[config.mk]
export PLATFORM = sky130hd
export DESIGN_NAME = setsum_reducer
export DESIGN_NICKNAME = d
export VERILOG_FILES = /design/src/rtl/ssr_pkg.sv /design/src/rtl/ssr_seq.sv /design/src/rtl/ssr_route.sv /design/src/rtl/ssr_pipe.sv /design/src/rtl/setsum_reducer.sv
export SDC_FILE = /design/constraint.sdc
export NUM_CORES = 1
export LEC_CHECK = 0
export BUFFER_PORTS_ARGS = -buffer_cell sky130_fd_sc_hd__buf_2
export CORE_MARGIN = 3
export CORE_UTILIZATION = 45
export DETAILED_ROUTE_END_ITERATION = 8
export SETUP_SLACK_MARGIN = 0.1
export SLEW_MARGIN = 10
export SYNTH_ARGS = -nofsm -noshare
export SYNTH_HDL_FRONTEND = slang
export SYNTH_SLANG_ARGS = --single-unit
[constraint.sdc]
create_clock -name clk -period 13.9 [get_ports clk]
set_clock_uncertainty 0.2 [all_clocks]
set_input_delay 1.39 -clock clk [delete_from_list [all_inputs] [get_ports clk]]
set_output_delay 1.39 -clock clk [all_outputs]
set_load 0.02 [all_outputs]
[src/rtl/ssr_pkg.sv]
package ssr_pkg;

   // operand routing presented to the shared adder
   typedef enum logic [1:0] {
      RT_SEED = 2'd0,   // new value + zero
      RT_FOLD = 2'd1,   // parked partial + pipeline output
      RT_PAIR = 2'd2,   // held input + new value
      RT_RUN  = 2'd3    // pipeline output + new value
   } route_e;

   // phase on which the previous set's last fold enters the adder
   localparam int FINAL_PH = 5;

   function automatic int min_span(int lat);
      return 3 * lat - 1;
   endfunction

   function automatic route_e route_at(int ph);
      case (ph)
         1:       return RT_SEED;
         2, 5:    return RT_FOLD;
         3, 8:    return RT_PAIR;
         default: return RT_RUN;
      endcase
   endfunction

   // output-side buffer captures the pipeline output
   function automatic logic park_pipe(int ph);
      return (ph == 1) || (ph == 3);
   endfunction

   // input-side buffer captures the incoming value
   function automatic logic park_input(int ph);
      return (ph == 2) || (ph == 5);
   endfunction

endpackage

[src/rtl/ssr_seq.sv]
module ssr_seq
   import ssr_pkg::*;
#(
   parameter int ID_W = 8,
   parameter int LAT  = 3,
   parameter int PH_W = 4
)(
   input  logic            clk,
   input  logic            rst_n,
   input  logic            in_valid,
   input  logic [ID_W-1:0] in_set_id,
   output logic [PH_W-1:0] phase_o,
   output logic            final_o,
   output logic [ID_W-1:0] fin_id_o,
   output logic            fin_bad_o,
   output logic            fin_real_o,
   output logic            short_o
);

   localparam int MIN_SET = min_span(LAT);
   localparam int PH_SAT  = MIN_SET + 1;
   localparam logic [PH_W-1:0] SAT_V = PH_W'(PH_SAT);
   localparam logic [PH_W-1:0] MIN_V = PH_W'(MIN_SET);

   logic [PH_W-1:0] ph_q, ph_now;
   logic            open_q;
   logic [ID_W-1:0] grp_id_q, tot_id_q, prev_id_q;
   logic            bad_q, prev_bad_q, prev_real_q, short_q;
   logic            differs, start, merge;

   always_comb begin
      differs = in_valid && (!open_q || (in_set_id != grp_id_q));
      start   = differs && (!open_q || (ph_q >= MIN_V));
      merge   = differs && !start;
      if (start)
         ph_now = PH_W'(1);
      else if (ph_q == SAT_V)
         ph_now = SAT_V;
      else
         ph_now = ph_q + PH_W'(1);
   end

   always_ff @(posedge clk) begin
      if (!rst_n) begin
         ph_q        <= SAT_V;
         open_q      <= 1'b0;
         grp_id_q    <= '0;
         tot_id_q    <= '0;
         bad_q       <= 1'b0;
         prev_id_q   <= '0;
         prev_bad_q  <= 1'b0;
         prev_real_q <= 1'b0;
         short_q     <= 1'b0;
      end else begin
         ph_q    <= ph_now;
         short_q <= merge;
         if (start) begin
            open_q      <= 1'b1;
            grp_id_q    <= in_set_id;
            tot_id_q    <= in_set_id;
            bad_q       <= 1'b0;
            prev_id_q   <= tot_id_q;
            prev_bad_q  <= bad_q;
            prev_real_q <= open_q;
         end else if (merge) begin
            grp_id_q <= in_set_id;
            bad_q    <= 1'b1;
         end
      end
   end

   assign phase_o    = ph_now;
   assign final_o    = (ph_now == PH_W'(FINAL_PH));
   assign fin_id_o   = prev_id_q;
   assign fin_bad_o  = prev_bad_q;
   assign fin_real_o = prev_real_q;
   assign short_o    = short_q;


   idle_hold_chk: assert property (@(posedge clk) disable iff (!rst_n)
      !in_valid |=> $stable(grp_id_q));

endmodule

[src/rtl/ssr_route.sv]
module ssr_route
   import ssr_pkg::*;
#(
   parameter int DATA_W     = 32,
   parameter int PH_W       = 4,
   parameter bit RESET_BUFS = 1'b1
)(
   input  logic              clk,
   input  logic              rst_n,
   input  logic              in_valid,
   input  logic [DATA_W-1:0] in_data,
   input  logic [DATA_W-1:0] pipe_sum,
   input  logic [PH_W-1:0]   phase,
   output logic [DATA_W-1:0] op_a,
   output logic [DATA_W-1:0] op_b
);

   logic [DATA_W-1:0] x;
   logic [DATA_W-1:0] obuf_q, ibuf_q;
   logic              take_pipe, take_in;

   assign x         = in_valid ? in_data : '0;
   assign take_pipe = park_pipe(int'(phase));
   assign take_in   = park_input(int'(phase));

   always_comb begin
      case (route_at(int'(phase)))
         RT_SEED: begin op_a = x;      op_b = '0;       end
         RT_FOLD: begin op_a = obuf_q; op_b = pipe_sum; end
         RT_PAIR: begin op_a = ibuf_q; op_b = x;        end
         default: begin op_a = pipe_sum; op_b = x;      end
      endcase
   end

   generate
      if (RESET_BUFS) begin : g_rst_bufs
         always_ff @(posedge clk) begin
            if (!rst_n) begin
               obuf_q <= '0;
               ibuf_q <= '0;
            end else begin
               if (take_pipe) obuf_q <= pipe_sum;
               if (take_in)   ibuf_q <= x;
            end
         end
      end else begin : g_free_bufs
         always_ff @(posedge clk) begin
            if (take_pipe) obuf_q <= pipe_sum;
            if (take_in)   ibuf_q <= x;
         end
      end
   endgenerate

endmodule

[src/rtl/ssr_pipe.sv]
module ssr_pipe #(
   parameter int DATA_W   = 32,
   parameter int ID_W     = 8,
   parameter int LAT      = 3,
   parameter bit SUM_LATE = 1'b0
)(
   input  logic              clk,
   input  logic              rst_n,
   input  logic [DATA_W-1:0] a_i,
   input  logic [DATA_W-1:0] b_i,
   input  logic              emit_i,
   input  logic              bad_i,
   input  logic [ID_W-1:0]   id_i,
   output logic [DATA_W-1:0] sum_o,
   output logic              emit_o,
   output logic              bad_o,
   output logic [ID_W-1:0]   id_o
);

   logic [LAT-1:0]  emit_q, bad_q;
   logic [ID_W-1:0] id_q [LAT];

   always_ff @(posedge clk) begin
      if (!rst_n) begin
         emit_q <= '0;
         bad_q  <= '0;
         for (int i = 0; i < LAT; i++) id_q[i] <= '0;
      end else begin
         emit_q <= {emit_q[LAT-2:0], emit_i};
         bad_q  <= {bad_q[LAT-2:0], bad_i};
         id_q[0] <= id_i;
         for (int i = 1; i < LAT; i++) id_q[i] <= id_q[i-1];
      end
   end

   generate
      if (!SUM_LATE) begin : g_early
         logic [DATA_W-1:0] s_q [LAT];
         always_ff @(posedge clk) begin
            if (!rst_n) begin
               for (int i = 0; i < LAT; i++) s_q[i] <= '0;
            end else begin
               s_q[0] <= a_i + b_i;
               for (int i = 1; i < LAT; i++) s_q[i] <= s_q[i-1];
            end
         end
         assign sum_o = s_q[LAT-1];
      end else begin : g_late
         logic [DATA_W-1:0] a_q [LAT];
         logic [DATA_W-1:0] b_q [LAT];
         always_ff @(posedge clk) begin
            if (!rst_n) begin
               for (int i = 0; i < LAT; i++) begin
                  a_q[i] <= '0;
                  b_q[i] <= '0;
               end
            end else begin
               a_q[0] <= a_i;
               b_q[0] <= b_i;
               for (int i = 1; i < LAT; i++) begin
                  a_q[i] <= a_q[i-1];
                  b_q[i] <= b_q[i-1];
               end
            end
         end
         assign sum_o = a_q[LAT-1] + b_q[LAT-1];
      end
   endgenerate

   assign emit_o = emit_q[LAT-1];
   assign bad_o  = bad_q[LAT-1];
   assign id_o   = id_q[LAT-1];

endmodule

[src/rtl/setsum_reducer.sv]
module setsum_reducer
   import ssr_pkg::*;
#(
   parameter int DATA_W     = 32,
   parameter int ID_W       = 8,
   parameter int LAT        = 3,
   parameter bit SUM_LATE   = 1'b0,
   parameter bit RESET_BUFS = 1'b1
)(
   input  logic              clk,
   input  logic              rst_n,
   input  logic              in_valid,
   input  logic [DATA_W-1:0] in_data,
   input  logic [ID_W-1:0]   in_set_id,
   output logic              out_valid,
   output logic [DATA_W-1:0] out_sum,
   output logic [ID_W-1:0]   out_set_id,
   output logic              out_bad,
   output logic              short_set
);

   localparam int MIN_SET = min_span(LAT);
   localparam int PH_W    = $clog2(MIN_SET + 2);
   localparam int EMIT_PH = FINAL_PH + LAT;

   generate
      if (LAT != 3) begin : g_lat_chk
         $error("setsum_reducer: routing schedule is built for LAT of 3");
      end
      if (DATA_W < 2) begin : g_dw_chk
         $error("setsum_reducer: DATA_W must be at least 2");
      end
      if (ID_W < 1) begin : g_id_chk
         $error("setsum_reducer: ID_W must be at least 1");
      end
   endgenerate

   logic [PH_W-1:0]   phase;
   logic              fin_go, fin_bad, fin_real;
   logic [ID_W-1:0]   fin_id;
   logic [DATA_W-1:0] op_a, op_b, pipe_sum;
   logic              tag_emit, tag_bad;

   ssr_seq #(.ID_W(ID_W), .LAT(LAT), .PH_W(PH_W)) u_seq (
      .clk        (clk),
      .rst_n      (rst_n),
      .in_valid   (in_valid),
      .in_set_id  (in_set_id),
      .phase_o    (phase),
      .final_o    (fin_go),
      .fin_id_o   (fin_id),
      .fin_bad_o  (fin_bad),
      .fin_real_o (fin_real),
      .short_o    (short_set)
   );

   ssr_route #(.DATA_W(DATA_W), .PH_W(PH_W), .RESET_BUFS(RESET_BUFS)) u_route (
      .clk      (clk),
      .rst_n    (rst_n),
      .in_valid (in_valid),
      .in_data  (in_data),
      .pipe_sum (pipe_sum),
      .phase    (phase),
      .op_a     (op_a),
      .op_b     (op_b)
   );

   assign tag_emit = fin_go & fin_real;
   assign tag_bad  = tag_emit & fin_bad;

   ssr_pipe #(.DATA_W(DATA_W), .ID_W(ID_W), .LAT(LAT), .SUM_LATE(SUM_LATE)) u_pipe (
      .clk    (clk),
      .rst_n  (rst_n),
      .a_i    (op_a),
      .b_i    (op_b),
      .emit_i (tag_emit),
      .bad_i  (tag_bad),
      .id_i   (fin_id),
      .sum_o  (pipe_sum),
      .emit_o (out_valid),
      .bad_o  (out_bad),
      .id_o   (out_set_id)
   );

   assign out_sum = pipe_sum;

   // spacing monitor for consecutive totals
   logic [PH_W-1:0] gap_q;
   always_ff @(posedge clk) begin
      if (!rst_n)
         gap_q <= PH_W'(MIN_SET);
      else if (out_valid)
         gap_q <= '0;
      else if (gap_q < PH_W'(MIN_SET))
         gap_q <= gap_q + PH_W'(1);
   end


   emit_gap_chk: assert property (@(posedge clk) disable iff (!rst_n)
      out_valid |-> (gap_q >= PH_W'(MIN_SET - 1)));


   emit_phase_chk: assert property (@(posedge clk) disable iff (!rst_n)
      out_valid |-> (phase == PH_W'(EMIT_PH)));


   bad_valid_chk: assert property (@(posedge clk) disable iff (!rst_n)
      out_bad |-> out_valid);

endmodule

==> impl_metrics.env <==
export IMPL_status="finished clean"
export IMPL_antenna_found_initial=0
export IMPL_drive_gt1_share_pct=11.9
export IMPL_syn_area_per_cell_um2=8.56
export IMPL_cts_tree="built"
export IMPL_port_buffers=85
export IMPL_worst_hold_path_num_cells=1
export IMPL_required_ps=14160
export IMPL_ys_seq_area_share_pct=44.2
export IMPL_synth_area_leaders="dfxtp_1, and2_1, nand2_1"
export IMPL_rsz0062_at_grt="no"
export IMPL_cts_buffers=25
export IMPL_leakage_uw=0.00467
export IMPL_diodes=0
export IMPL_track_usage_pct=18.3
export IMPL_clkLatencyLatePin_ps=520
export IMPL_synth_area_mm2=0.0101
export IMPL_finalCriticalPeriod_ps=7250
export IMPL_gp_congestion=0.830
export IMPL_via_per_inst=5.08
export IMPL_clockBufferDepth=3
export IMPL_hpwlAfterDp_mm=14.7
export IMPL_synth_ff_type="dfxtp_1"
export IMPL_synth_commonest_cells="dfxtp_1, nand2_1, and2_1"
export IMPL_maxSlewViolCount=0
export IMPL_grt_pass1_wl_mm=37.2
export IMPL_use_met2_pct=28.4
export IMPL_max_slew_margin_pct=26.0
export IMPL_irDropWorstVdd_mv=0.0962
export IMPL_fin_crit_sh_pct=52.2
export IMPL_ctsResizeCount=0
export IMPL_critPathMaxFanout=64
export IMPL_rows=54
export IMPL_synth_top_area_share_pct=44.2
export IMPL_max_freq_mhz=138
export IMPL_synth_compound_area_share_pct=16.8
export IMPL_dieHeight_um=156
export IMPL_clkTransAtPathRegs_ps=60
export IMPL_r2r_cells=17
export IMPL_holdBufCountCts=0
export IMPL_synth_edf_count=0
export IMPL_yosysTopAreaCell="dfxtp_1"
export IMPL_synth_seq_cells=223
export IMPL_setup_viol=0
export IMPL_io_pins=86
export IMPL_grt_start_max_net_pins=86
export IMPL_busiest_layer="met2"
export IMPL_grt_overflow=0
export IMPL_hp_class="reg2reg"
export IMPL_ys_async_sr_fraction_pct=0
export IMPL_grt_pass1_vias=7219
export IMPL_final_cells=1486
export IMPL_gr_usage_met1_pct=26.9
export IMPL_root_buffer="clkbuf_16"
export IMPL_synth_cells=1181
export IMPL_die_w_um=156
export IMPL_grt_use_met3_pct=2.91
export IMPL_first_iter_violations=461
export IMPL_worstSetupPathType="in2reg"
export IMPL_hold_violations=0
export IMPL_post_route_drc_count=0
export IMPL_synth_adder_area_share_pct=4.04
export IMPL_syn_nets=1256
export IMPL_utilization_pct=51.1
export IMPL_crit_arrival_ps=7510
export IMPL_totalWireLength_mm=22.4
export IMPL_cts_htree_levels=1
export IMPL_fin_nets=1263
export IMPL_ant_nets=0
export IMPL_dp_cells=1441
export IMPL_die_area_mm2=0.0243
export IMPL_synth_cell_type_count=55
export IMPL_drv_cap=0
export IMPL_setup_tns_ps=0
export IMPL_start_util_pct=46.0
export IMPL_synth_top_family_by_area="simple AND/OR/NAND/NOR gates"
export IMPL_fp_coreArea_mm2=0.0220
export IMPL_yosys_warnings=0
export IMPL_dr_pass1_iters=5
export IMPL_synth_xor_area_share_pct=3.12
export IMPL_endpoint_kind="flop"
export IMPL_wl_per_cell_um=15.0
export IMPL_vias=7546
export IMPL_worst_pin_slew_ps=1110
export IMPL_power_density_mw_per_mm2=139
export IMPL_synth_simple_area_share_pct=23.8
export IMPL_cp_start_kind="input pin"
export IMPL_area_delta_synth_final_pct=11.0
export IMPL_yosysMostFrequentCell="dfxtp_1"
export IMPL_muxShareOfSynthArea_pct=1.98
export IMPL_cts_sinks=223
export IMPL_cts_setup_buffers=0
-- power by group --
group / leakage [µW] / switching (µW) / internal, µW
clock: 0.000409 / 256 / 418
combinational: 0.00244 / 120 / 73.8
sequential: 0.00182 / 16.0 / 673
-- per-layer routing --
metal  vias to the layer above  part of all wire (%)
li1                       3949                     -
met4                         0                   1.2
met3                        24                   4.8
met1                      3416                    50
met5                         -                     0
met2                       157                    44
-- worst paths after layout --
path / start / end / slack [ps]
worst max-delay path: in_valid / u_pipe.g_early.s_q[0][28] / 6650
worst min-delay path: u_pipe.g_early.s_q[0][62] / u_pipe.g_early.s_q[0][94] / 230
worst max register to register: u_seq.grp_id_q[3] / u_pipe.g_early.s_q[0][28] / 7760
worst min register to register: u_pipe.g_early.s_q[0][62] / u_pipe.g_early.s_q[0][94] / 230
-- through the flow --
step	hold WS [ps]	instance area, µm²	total power [µW]	setup slack [ps]
after floorplan	212	10100	848	8400
after global placement	214	10400	895	6300
after detailed placement	217	10400	897	6100
after CTS	230	11200	1580	6600
after global routing	238	11200	1630	5930
final	226	11200	1560	6650
-- layout make-up --
cell class | count | area [µm²]
sequential | 223 | 4460
clock inverter | 10 | 164
fill | 2079 | 10700
multi-input combinational | 836 | 5040
tap | 280 | 350
inverter | 10 | 37.5
clock buffer | 35 | 683
timing repair buffer | 92 | 480
-- kinds of logic after synthesis --
group           after synthesis
flops                       223
mux                          20
fa+ha+maj                    32
simple gates                488
compound gates              260
buf+inv                     122
xor+xnor                     36
-- state kept, by name (all words and copies together), names as in the netlist --
register and cells:
u_seq.tot_id_q 8, u_route.obuf_q 32, u_seq.fin_id_o 8, u_seq.open_q 1, u_pipe.emit_q 3, u_pipe.id_q 24, u_seq.fin_real_o 1, u_seq.grp_id_q 8
u_route.ibuf_q 32, u_seq.bad_q 1, u_seq.fin_bad_o 1, u_pipe.g_early.s_q 96, u_seq.short_o 1, u_seq.ph_q 4, u_pipe.bad_q 3
-- layout by cell type (no fill, tap or decap), types with 10 or more instances in the layout --
cell,instances
dfxtp_1,223
nand2_1,195
and2_1,151
buf_2,84
o21ai_0,81
nor2_1,67
a21oi_1,58
a21boi_0,34
ha_1,31
a221oi_1,25
clkbuf_16,25
nor2b_1,23
mux2i_1,20
xor2_1,19
xnor2_1,17
inv_1,10
-- critical path, stage by stage --
cell       delay, ps
buf_2            740
inv_1            240
a31oi_1          390
nand2_1          150
nand2_2          830
nand2_1          940
o21ai_0          470
ha_1             340
a211oi_1         300
o211ai_1         160
a211oi_2         420
a21oi_2          150
a211oi_2         240
o21bai_1         150
a2111oi_0        410
a311o_1          160
Note: power is estimated with default switching activity, not from simulation.
